File: config.mk
export PLATFORM = sky130hd
export DESIGN_NAME = fan_duty_ctrl
export DESIGN_NICKNAME = d
export VERILOG_FILES = /design/src/rtl/fan_duty_pkg.sv /design/src/rtl/fan_zone_curve.sv /design/src/rtl/fan_mode_select.sv /design/src/rtl/fan_duty_ctrl.sv
export SDC_FILE = /design/constraint.sdc
export NUM_CORES = 2
export LEC_CHECK = 0
export ABC_AREA = 1
export BUFFER_PORTS_ARGS = -buffer_cell sky130_fd_sc_hd__buf_2
export CORE_MARGIN = 10
export CORE_UTILIZATION = 35
export DETAILED_ROUTE_END_ITERATION = 16
export PLACE_DENSITY = 0.51
export SKIP_CTS_REPAIR_TIMING = 1
export SLEW_MARGIN = 30
export SYNTH_ARGS = -nofsm -noshare
export SYNTH_HDL_FRONTEND = slang
export SYNTH_SLANG_ARGS = --single-unit
File: constraint.sdc
create_clock -name clk -period 72.4 [get_ports clk]
set_clock_uncertainty 0.05 [all_clocks]
set_input_delay 14.48 -clock clk [delete_from_list [all_inputs] [get_ports clk]]
set_output_delay 14.48 -clock clk [all_outputs]
set_load 0.005 [all_outputs]
File: src/rtl/fan_duty_pkg.sv
package fan_duty_pkg;
    localparam int NZONE = 3;

    typedef enum logic [2:0] {
        SRC_ZONE1  = 3'd0,
        SRC_ZONE2  = 3'd1,
        SRC_ZONE3  = 3'd2,
        SRC_FULL   = 3'd3,
        SRC_OFF    = 3'd4,
        SRC_HOT23  = 3'd5,
        SRC_HOT123 = 3'd6,
        SRC_MANUAL = 3'd7
    } duty_src_e;
endpackage

File: src/rtl/fan_zone_curve.sv
module fan_zone_curve #(
    parameter int DW = 8
) (
    input  logic          clk,
    input  logic          rst_n,
    input  logic [DW-1:0] temp,
    input  logic [DW-1:0] tlo,
    input  logic [DW-1:0] width,
    input  logic [DW-1:0] floor_duty,
    input  logic [DW-1:0] hyst,
    input  logic [DW-1:0] limit,
    input  logic          below_off,
    output logic [DW-1:0] demand,
    output logic          limit_hit
);
    localparam int EW = DW + 2;
    localparam int PW = 2 * DW + 2;
    localparam logic [DW-1:0] FULL = '1;
    localparam logic [DW-1:0] ERR_CODE = {1'b1, {(DW-1){1'b0}}};

    logic signed [EW-1:0] t_s, tlo_s, top_s, keep_s, lim_s, diff_s;
    logic [PW-1:0] prod, quo, level;
    logic [DW-1:0] span, divisor;
    logic run_d, run_q, err;

    always_comb begin
        t_s    = {{2{temp[DW-1]}}, temp};
        tlo_s  = {{2{tlo[DW-1]}}, tlo};
        lim_s  = {{2{limit[DW-1]}}, limit};
        top_s  = tlo_s + $signed({2'b00, width});
        keep_s = tlo_s - $signed({2'b00, hyst});
        diff_s = t_s - tlo_s;
        span   = FULL - floor_duty;
        divisor = (width == '0) ? {{(DW-1){1'b0}}, 1'b1} : width;
        prod   = PW'(span) * PW'($unsigned(diff_s));
        quo    = prod / PW'(divisor);
        level  = PW'(floor_duty) + quo;
        err    = (temp == ERR_CODE);
        limit_hit = !err && (t_s >= lim_s);

        run_d  = run_q;
        if (err || t_s >= top_s) begin
            demand = FULL;
            run_d  = 1'b1;
        end else if (t_s >= tlo_s) begin
            demand = (level > PW'(FULL)) ? FULL : level[DW-1:0];
            run_d  = 1'b1;
        end else if (!below_off) begin
            demand = floor_duty;
            run_d  = 1'b1;
        end else if (run_q && t_s >= keep_s) begin
            demand = floor_duty;
        end else begin
            demand = '0;
            run_d  = 1'b0;
        end
    end

    always_ff @(posedge clk) begin
        if (!rst_n) run_q <= 1'b0;
        else        run_q <= run_d;
    end
endmodule

File: src/rtl/fan_mode_select.sv
module fan_mode_select
    import fan_duty_pkg::*;
#(
    parameter int DW = 8
) (
    input  logic [2:0]                mode,
    input  logic [NZONE-1:0][DW-1:0]  demand,
    input  logic                      limit_any,
    input  logic [DW-1:0]             manual_duty,
    output logic [DW-1:0]             target
);
    logic [DW-1:0] hot23, hot123;

    always_comb begin
        hot23  = (demand[1] > demand[2]) ? demand[1] : demand[2];
        hot123 = (demand[0] > hot23) ? demand[0] : hot23;
        case (duty_src_e'(mode))
            SRC_ZONE1:  target = demand[0];
            SRC_ZONE2:  target = demand[1];
            SRC_ZONE3:  target = demand[2];
            SRC_FULL:   target = '1;
            SRC_OFF:    target = '0;
            SRC_HOT23:  target = hot23;
            SRC_HOT123: target = hot123;
            default:    target = manual_duty;
        endcase
        if (limit_any) target = '1;
    end
endmodule

File: src/rtl/fan_duty_ctrl.sv
module fan_duty_ctrl
    import fan_duty_pkg::*;
#(
    parameter int DW         = 8,
    parameter int SPIN_TICKS = 4
) (
    input  logic                      clk,
    input  logic                      rst_n,
    input  logic [2:0]                mode,
    input  logic [NZONE-1:0][DW-1:0]  zone_temp,
    input  logic [NZONE-1:0][DW-1:0]  zone_tlo,
    input  logic [NZONE-1:0][DW-1:0]  zone_width,
    input  logic [NZONE-1:0][DW-1:0]  zone_floor,
    input  logic [NZONE-1:0][DW-1:0]  zone_hyst,
    input  logic [NZONE-1:0][DW-1:0]  zone_limit,
    input  logic                      below_off,
    input  logic [DW-1:0]             manual_duty,
    input  logic [2:0]                spin_code,
    input  logic                      spin_fast_en,
    input  logic                      tach_good,
    output logic [DW-1:0]             duty_out
);
    localparam int SPIN_CW = $clog2(7 * SPIN_TICKS + 1);

    typedef struct packed {
        logic [DW-1:0]      duty;
        logic [SPIN_CW-1:0] kick;
    } ctrl_t;

    ctrl_t st_d, st_q;
    logic [NZONE-1:0][DW-1:0] demand;
    logic [NZONE-1:0]         hit;
    logic [DW-1:0]            target;
    logic [SPIN_CW-1:0]       kick_len;
    logic                     fast_exit;

    for (genvar z = 0; z < NZONE; z++) begin : g_zone
        fan_zone_curve #(.DW(DW)) u_curve (
            .clk        (clk),
            .rst_n      (rst_n),
            .temp       (zone_temp[z]),
            .tlo        (zone_tlo[z]),
            .width      (zone_width[z]),
            .floor_duty (zone_floor[z]),
            .hyst       (zone_hyst[z]),
            .limit      (zone_limit[z]),
            .below_off  (below_off),
            .demand     (demand[z]),
            .limit_hit  (hit[z])
        );
    end

    fan_mode_select #(.DW(DW)) u_select (
        .mode        (mode),
        .demand      (demand),
        .limit_any   (|hit),
        .manual_duty (manual_duty),
        .target      (target)
    );

    always_comb begin
        st_d      = st_q;
        kick_len  = SPIN_CW'(spin_code) * SPIN_CW'(SPIN_TICKS);
        fast_exit = spin_fast_en && tach_good;
        if (target == '0) begin
            st_d.duty = '0;
            st_d.kick = '0;
        end else if (st_q.kick != '0) begin
            if (fast_exit) begin
                st_d.duty = target;
                st_d.kick = '0;
            end else begin
                st_d.duty = '1;
                st_d.kick = st_q.kick - 1'b1;
            end
        end else if (st_q.duty == '0 && kick_len != '0 && !fast_exit) begin
            st_d.duty = '1;
            st_d.kick = kick_len - 1'b1;
        end else begin
            st_d.duty = target;
        end
    end

    always_ff @(posedge clk) begin
        if (!rst_n) st_q <= '0;
        else        st_q <= st_d;
    end

    assign duty_out = st_q.duty;
endmodule

; Word level (Yosys, flattened, before mapping)
; Cells that the tools add are included.
[classes]
eq_ne = 12
bitwise_logic = 1
div = 3
mux = 38
mul = 3
n_shift = 0
add_sub_neg = 17
reduce_logical = 27
order_cmp = 17
[op_table]
columns = operator, n
row1 = two-way mux 8 bit, 22
row2 = >= comparator 8 x 10 -> 1 bit, 6
row3 = case mux 8 bit (7 select lines), 1
row4 = adder 8 x 18 -> 18 bit, 3
row5 = divider 18 x 8 -> 18 bit, 3
row6 = > comparator 18 x 8 -> 1 bit (second input constant), 3
row7 = multiplier 8 x 10 -> 18 bit, 3
row8 = >= comparator 8 bit, 6
row9 = logical NOT 8 bit, 5
row10 = adder 8 x 9 -> 10 bit, 3
row11 = subtractor 8 x 9 -> 10 bit, 3
row12 = subtractor 8 x 8 -> 9 bit, 3
row13 = two-way mux 13 bit, 2
row14 = equality test 8 bit (second input constant), 3
row15 = subtractor 8 bit (first input constant), 3
row16 = > comparator 8 bit, 2
row17 = two-way mux 1 bit, 12
row18 = != test 4 x 2 -> 1 bit (second input constant), 3
row19 = nonzero test 5 bit, 2
row20 = subtractor 5 x 1 -> 5 bit (second input constant), 2
row21 = equality test 3 bit (second input constant), 3
row22 = logical AND 1 bit, 9
row23 = equality test 3 x 2 -> 1 bit (second input constant), 2
row24 = two-way mux 5 bit, 1
row25 = other kinds (8), 13
[totals]
mem_bits_ro = 0
ramBits = 0
out_inout_bits = 8
ff_bits = 16
n_memories = 0
wordCells = 123
latch_bits = 0
inputBits = 163

; Logic depth before layout (Yosys ltp)
[logic_depth]
ltp_word = 16
mapped_depth = 331
depth_no_buf = 317

; Cells and area by module
; A second synthesis with hierarchy kept.
[unflattened]
cells_unflattened = 5802
hier_area_um2 = 36954.2
[modules_own_cells]
columns = mod, instances, area_per_inst_um2, cells_each, seq_area_each_um2
row1 = fan_zone_curve at g_zone[1].u_curve ..., 2, 11857.6, 1867, 20.0
row2 = fan_zone_curve at g_zone[0].u_curve, 1, 11661.2, 1816, 20.0
row3 = fan_mode_select, 1, 875.8, 156, 0.0
row4 = fan_duty_ctrl, 1, 701.9, 96, 260.2

; Least setup slack after synthesis
; No wires, ideal clock.
[synth_path]
kind = input to register
from = in zone_temp[8] (netlist name)
to = reg st_q, in the netlist duty_out[2]
t_required_ns = 72.223
setup_time_ns = 0.127
path_slack_ns = 14.815
n_path_buf = 15
path_stages = 309
t_arrival_ns = 57.409
path_cell_list = inv_1 ha_1 inv_1 fa_1 a221o_1 a31oi_1 nor2_1 o31a_1 or2_2 fa_1 inv_1 fa_1 fa_1 inv_1 fa_1 inv_1 ha_1 nand2_1 [... 273 more ...] inv_1 clkbuf_1 o21ai_0 ha_1 nand2_1 nor2_1 nand2_1 o211ai_1 nand2_1 a21oi_1 o2111ai_1 o31ai_1 nand2_1 nor4_1 nand2_1 nand2_1 clkbuf_1 nor2_1
[synth_via]
elab_chain_cells = 16
elab_cells_between_ends = 31
classes_between = add/sub (2) / mul (1) / div (1) / order compare (7) / eq/ne (1) / mux (12) / reduce/logical (7)
[synth_lines]
columns = element, line
row1 = "start, declared", fan_duty_ctrl.sv:10  ; input logic [NZONE-1:0][DW-1:0] zone_temp,
row2 = subtractor 8 x 8 -> 9 bit, fan_zone_curve.sv:32  ; diff_s = t_s - tlo_s;
row3 = multiplier 8 x 10 -> 18 bit, fan_zone_curve.sv:35  ; prod = PW'(span) * PW'($unsigned(diff_s));
row4 = divider 18 x 8 -> 18 bit, fan_zone_curve.sv:36  ; quo = prod / PW'(divisor);
row5 = adder 8 x 18 -> 18 bit, fan_zone_curve.sv:37  ; level = PW'(floor_duty) + quo;
row6 = > comparator 18 x 8 -> 1 bit, fan_zone_curve.sv:46  ; demand = (level > PW'(FULL)) ? FULL : level[DW-1:0];
row7 = two-way mux 8 bit, fan_zone_curve.sv:46
row8 = two-way mux 8 bit, fan_zone_curve.sv:45  ; end else if (t_s >= tlo_s) begin
row9 = two-way mux 8 bit, fan_zone_curve.sv:42  ; if (err || t_s >= top_s) begin
row10 = > comparator 8 bit, fan_mode_select.sv:15  ; hot23 = (demand[1] > demand[2]) ? demand[1] : demand[2];
row11 = two-way mux 8 bit, fan_mode_select.sv:15
row12 = > comparator 8 bit, fan_mode_select.sv:16  ; hot123 = (demand[0] > hot23) ? demand[0] : hot23;
row13 = two-way mux 8 bit, fan_mode_select.sv:16
row14 = case mux 8 bit (7 select lines), fan_mode_select.sv:17  ; case (duty_src_e'(mode))
row15 = two-way mux 8 bit *, fan_mode_select.sv:27  ; if (limit_any) target = '1;
row16 = logical NOT 8 bit (tied with other cells), fan_duty_ctrl.sv:65  ; if (target == '0) begin
row17 = OR reduction 2 bit (no source line) / two-way mux 13 bit (equally long branches), n/a
row18 = "end signal, assigned", fan_duty_ctrl.sv:86  ; else st_q <= st_d;
row19 = "end, declared", fan_duty_ctrl.sv:30  ; ctrl_t st_d, st_q;
; Every way passes the cells marked *; elsewhere a longest branch is shown, timed or not.
; A chain may end at the register's enable or synchronous reset.

; Worst setup path in the final report
[layout_path]
from = in zone_temp[8] (netlist name)
to = reg st_q[1] (netlist name)
[layout_via]
elab_chain_cells = 16
elab_cells_between_ends = 28
classes_between = add/sub (2) / mul (1) / div (1) / order compare (7) / eq/ne (1) / mux (9) / reduce/logical (7)
[layout_lines]
columns = element, line
row1 = subtractor 8 x 8 -> 9 bit, fan_zone_curve.sv:32
row2 = multiplier 8 x 10 -> 18 bit, fan_zone_curve.sv:35
row3 = divider 18 x 8 -> 18 bit, fan_zone_curve.sv:36
row4 = adder 8 x 18 -> 18 bit, fan_zone_curve.sv:37
row5 = > comparator 18 x 8 -> 1 bit, fan_zone_curve.sv:46
row6 = two-way mux 8 bit, fan_zone_curve.sv:46
row7 = two-way mux 8 bit, fan_zone_curve.sv:45
row8 = two-way mux 8 bit, fan_zone_curve.sv:42
row9 = > comparator 8 bit, fan_mode_select.sv:15
row10 = two-way mux 8 bit, fan_mode_select.sv:15
row11 = > comparator 8 bit, fan_mode_select.sv:16
row12 = two-way mux 8 bit, fan_mode_select.sv:16
row13 = case mux 8 bit (7 select lines), fan_mode_select.sv:17
row14 = two-way mux 8 bit *, fan_mode_select.sv:27
row15 = logical NOT 8 bit *, fan_duty_ctrl.sv:65
row16 = OR reduction 2 bit (no source line) *, n/a
; Marks and branches as above.

==> impl_metrics.yaml <==
critical_path:
  crit_required_ns: 72.46
  regToRegSetupSlack_ns: 66.75
  worst_r2r_path_depth: 23
  path_max_fanout: 16
  critical_path_buf_inv_count: 52
  slowest_delay_ns: 0.54
  worstSetupPathType: "primary input to register"
  r2r_start: "g_zone[1].u_curve.run_q"
  worstPathArrival_ns: 63.46
  startpoint: "zone_temp[8]"
  slowest_stage: "fa_1"
  r2r_end: "st_q[1]"
  crit_family: "compound AO/OA/AOI/OAI gates"
  start_kind: "primary input"
  endpoint_kind: "register"
  cpMostUsedCell: "nand2_1"
sta:
  grt_setup_unrepaired: "no"
  setup_tns_ns: 0
  finalSetupViolations: 0
  layout_min_cycle_time_ns: 63.39
  hold_viol: 0
  hold_slack_ns: 0.4579
  layout_worst_path_cycle_share_pct: 87.56
  slew_headroom_pct: 38.78
  max_freq_mhz: 15.77
  worst_pin_slew_ns: 0.9065
  slew_viol_final: 0
cts:
  clock_path_buffers: 2
  cts_buffers: 3
  h-tree-depth: 1
  cts_sinks: 16
  insertion_delay_ns: 0.28
  clk_transition_reported_paths_ns: 0.05
  cts_tree: "yes"
  cts.root.buffer_cell: "clkbuf_16"
drt:
  finalWirelength_um: 105500
  postRouteAntennaNets: 0
  vias: 34460
  post_drt_wl_per_cell_um: 14.88
  route.detailed.drc: 0
  via_per_inst: 4.862
  drtPass1Iterations: 6
  dr.first_iter.drc_count: 1663
floorplanning:
  coreArea_um2: 101700
  initial_core_util_pct: 35.28
  fp.dieArea_um2: 115800
  floorplan.rows: 117
  boundaryPins: 171
  die_x_um: 340.2
  die_h_um: 340.2
layout:
  drive_gt1_share_pct: 9.673
  fillCellCount: 11190
  num-nets-final: 6711
  synthToLayoutAreaGrowth_pct: 6.613
  finish.utilization_pct: 37.61
synthesis:
  yosysMostFrequentCell: "nand2_1"
  synth.avg_cell_area_um2: 6.404
  yosys_warnings: 0
  synth_ff_type: "dfxtp_1"
  synthCells: 5605
  synth_edf_count: 0
  synth-async-reset-ratio_pct: 0
  synth_cell_types: 81
  yosys.area.top_type: "ha_1"
  syn_area_um2: 35890
  ys_seq_area_share_pct: 0.8924
  syn_nets: 6598
  yosys-top-cells-count: "1169 x nand2_1, 984 x inv_1, 677 x ha_1"
  synth.area.top_cells: "ha_1 24%, nand2_1 12%, inv_1 10%"
  synth_top_area_share_pct: 23.60
  ys_seq_elements: 16
job:
  maxCapViolCount: 0
placement:
  finalWeightedCongestion: 0.8801
  dpl.hpwl_um: 92930
  io_buffers: 170
global_route:
  track_usage_pct: 17.82
  grt_pass1_wl_um: 173000
  overflow: 0
  antenna_found_initial: 10
  grt_max_degree: 20
  grt_pass1_vias: 33280
hold_path:
  min_from: "st_q[1]"
  worst_hold_path.num_cells: 2
  min_to: "st_q[1]"
  hp-class: "register to register"
outcome:
  status: "complete, no violations"
-- state kept, by name (all words and copies together) (netlist names) --
signal / flops
st_q: 5
duty_out: 8
g_zone.u_curve.run_q: 3
-- worst reg2reg max path, delay by kind of cell, from the launching register on --
| family | cells | cell delay (ns) |
|---|---|---|
| buffers and inverters | 1 | 0.32 |
| adder cells (fa/ha/maj) | 2 | 0.74 |
| AND/OR/NAND/NOR | 8 | 1.12 |
| flip-flops | 1 | 0.32 |
| AO/OA/AOI/OAI | 12 | 2.92 |
-- per-stage QoR --
step,worst slack (ns),area [um^2],cells
after floorplan,14.81,35890,5605
final,9.007,38270,7089
after global placement,9.300,38150,7081
after CTS,9.012,38250,7085
after global routing,3.259,38270,7089
after detailed placement,8.920,38160,7081
-- per-layer routing --
| metal | track usage (%) | wire, um | part of all wire [%] |
|---|---|---|---|
| met1 | 25.15 | 53580 | 51 |
| met2 | 29.89 | 46930 | 44 |
| met4 | 2.374 | 1366 | 1.3 |
| met5 | 0 | 41 | 0.039 |
| met3 | 1.501 | 3603 | 3.4 |
-- cells in the final DEF (no fill, tap or decap), types with 70 or more instances in the layout --
cell | Yosys | routed
o21ai_0 | 307 | 307
ha_1 | 677 | 677
a21o_1 | 79 | 79
xor2_1 | 211 | 211
nand2_1 | 1169 | 1169
inv_1 | 984 | 984
nor2_1 | 489 | 489
a21oi_1 | 258 | 257
nand4_1 | 71 | 71
fa_1 | 153 | 153
xnor2_1 | 131 | 130
nand2_2 | 70 | 70
nand3_1 | 255 | 255
buf_2 | 11 | 170
-- worst max-delay path by stage --
stage          cells after the start  slack, ns     endpoint
3_3_place_gp                     299       9.30      st_q[1]
2_1_floorplan                    309      14.81  duty_out[2]
4_1_cts                          300       9.01      st_q[1]
5_1_grt                          299       3.26      st_q[2]
6_report                         299       9.01      st_q[1]
3_5_place_dp                     300       8.92  duty_out[7]
-- final cells by class --
cell class	instances	area (um^2)	area share (%)
clock buffer	4	88.84	0.2322
inverter	1041	3916	10.23
antenna	4	10.01	0.02616
multi-input combinational	4472	31260	81.70
sequential	16	320.3	0.8371
timing repair buffer	184	955.9	2.498
tap	1368	1712	4.473
-- logic make-up (layout without fill, tap and decap cells) --
group / count (synthesis) / in the layout / share of synthesized area [%]
compound gates: 927 / 927 / 15.58
xor+xnor: 343 / 343 / 8.391
flops: 16 / 16 / 0.8924
mux: 1 / 1 / 0.02789
buf+inv: 1117 / 1229 / 12.07
simple gates: 2371 / 2371 / 30.91
other cells: 0 / 4 / 0
fa+ha+maj: 830 / 830 / 32.13
Power is left out: the tool's default activity adds up to more than one toggle a clock period on the data nets, which glitch-free logic cannot reach.
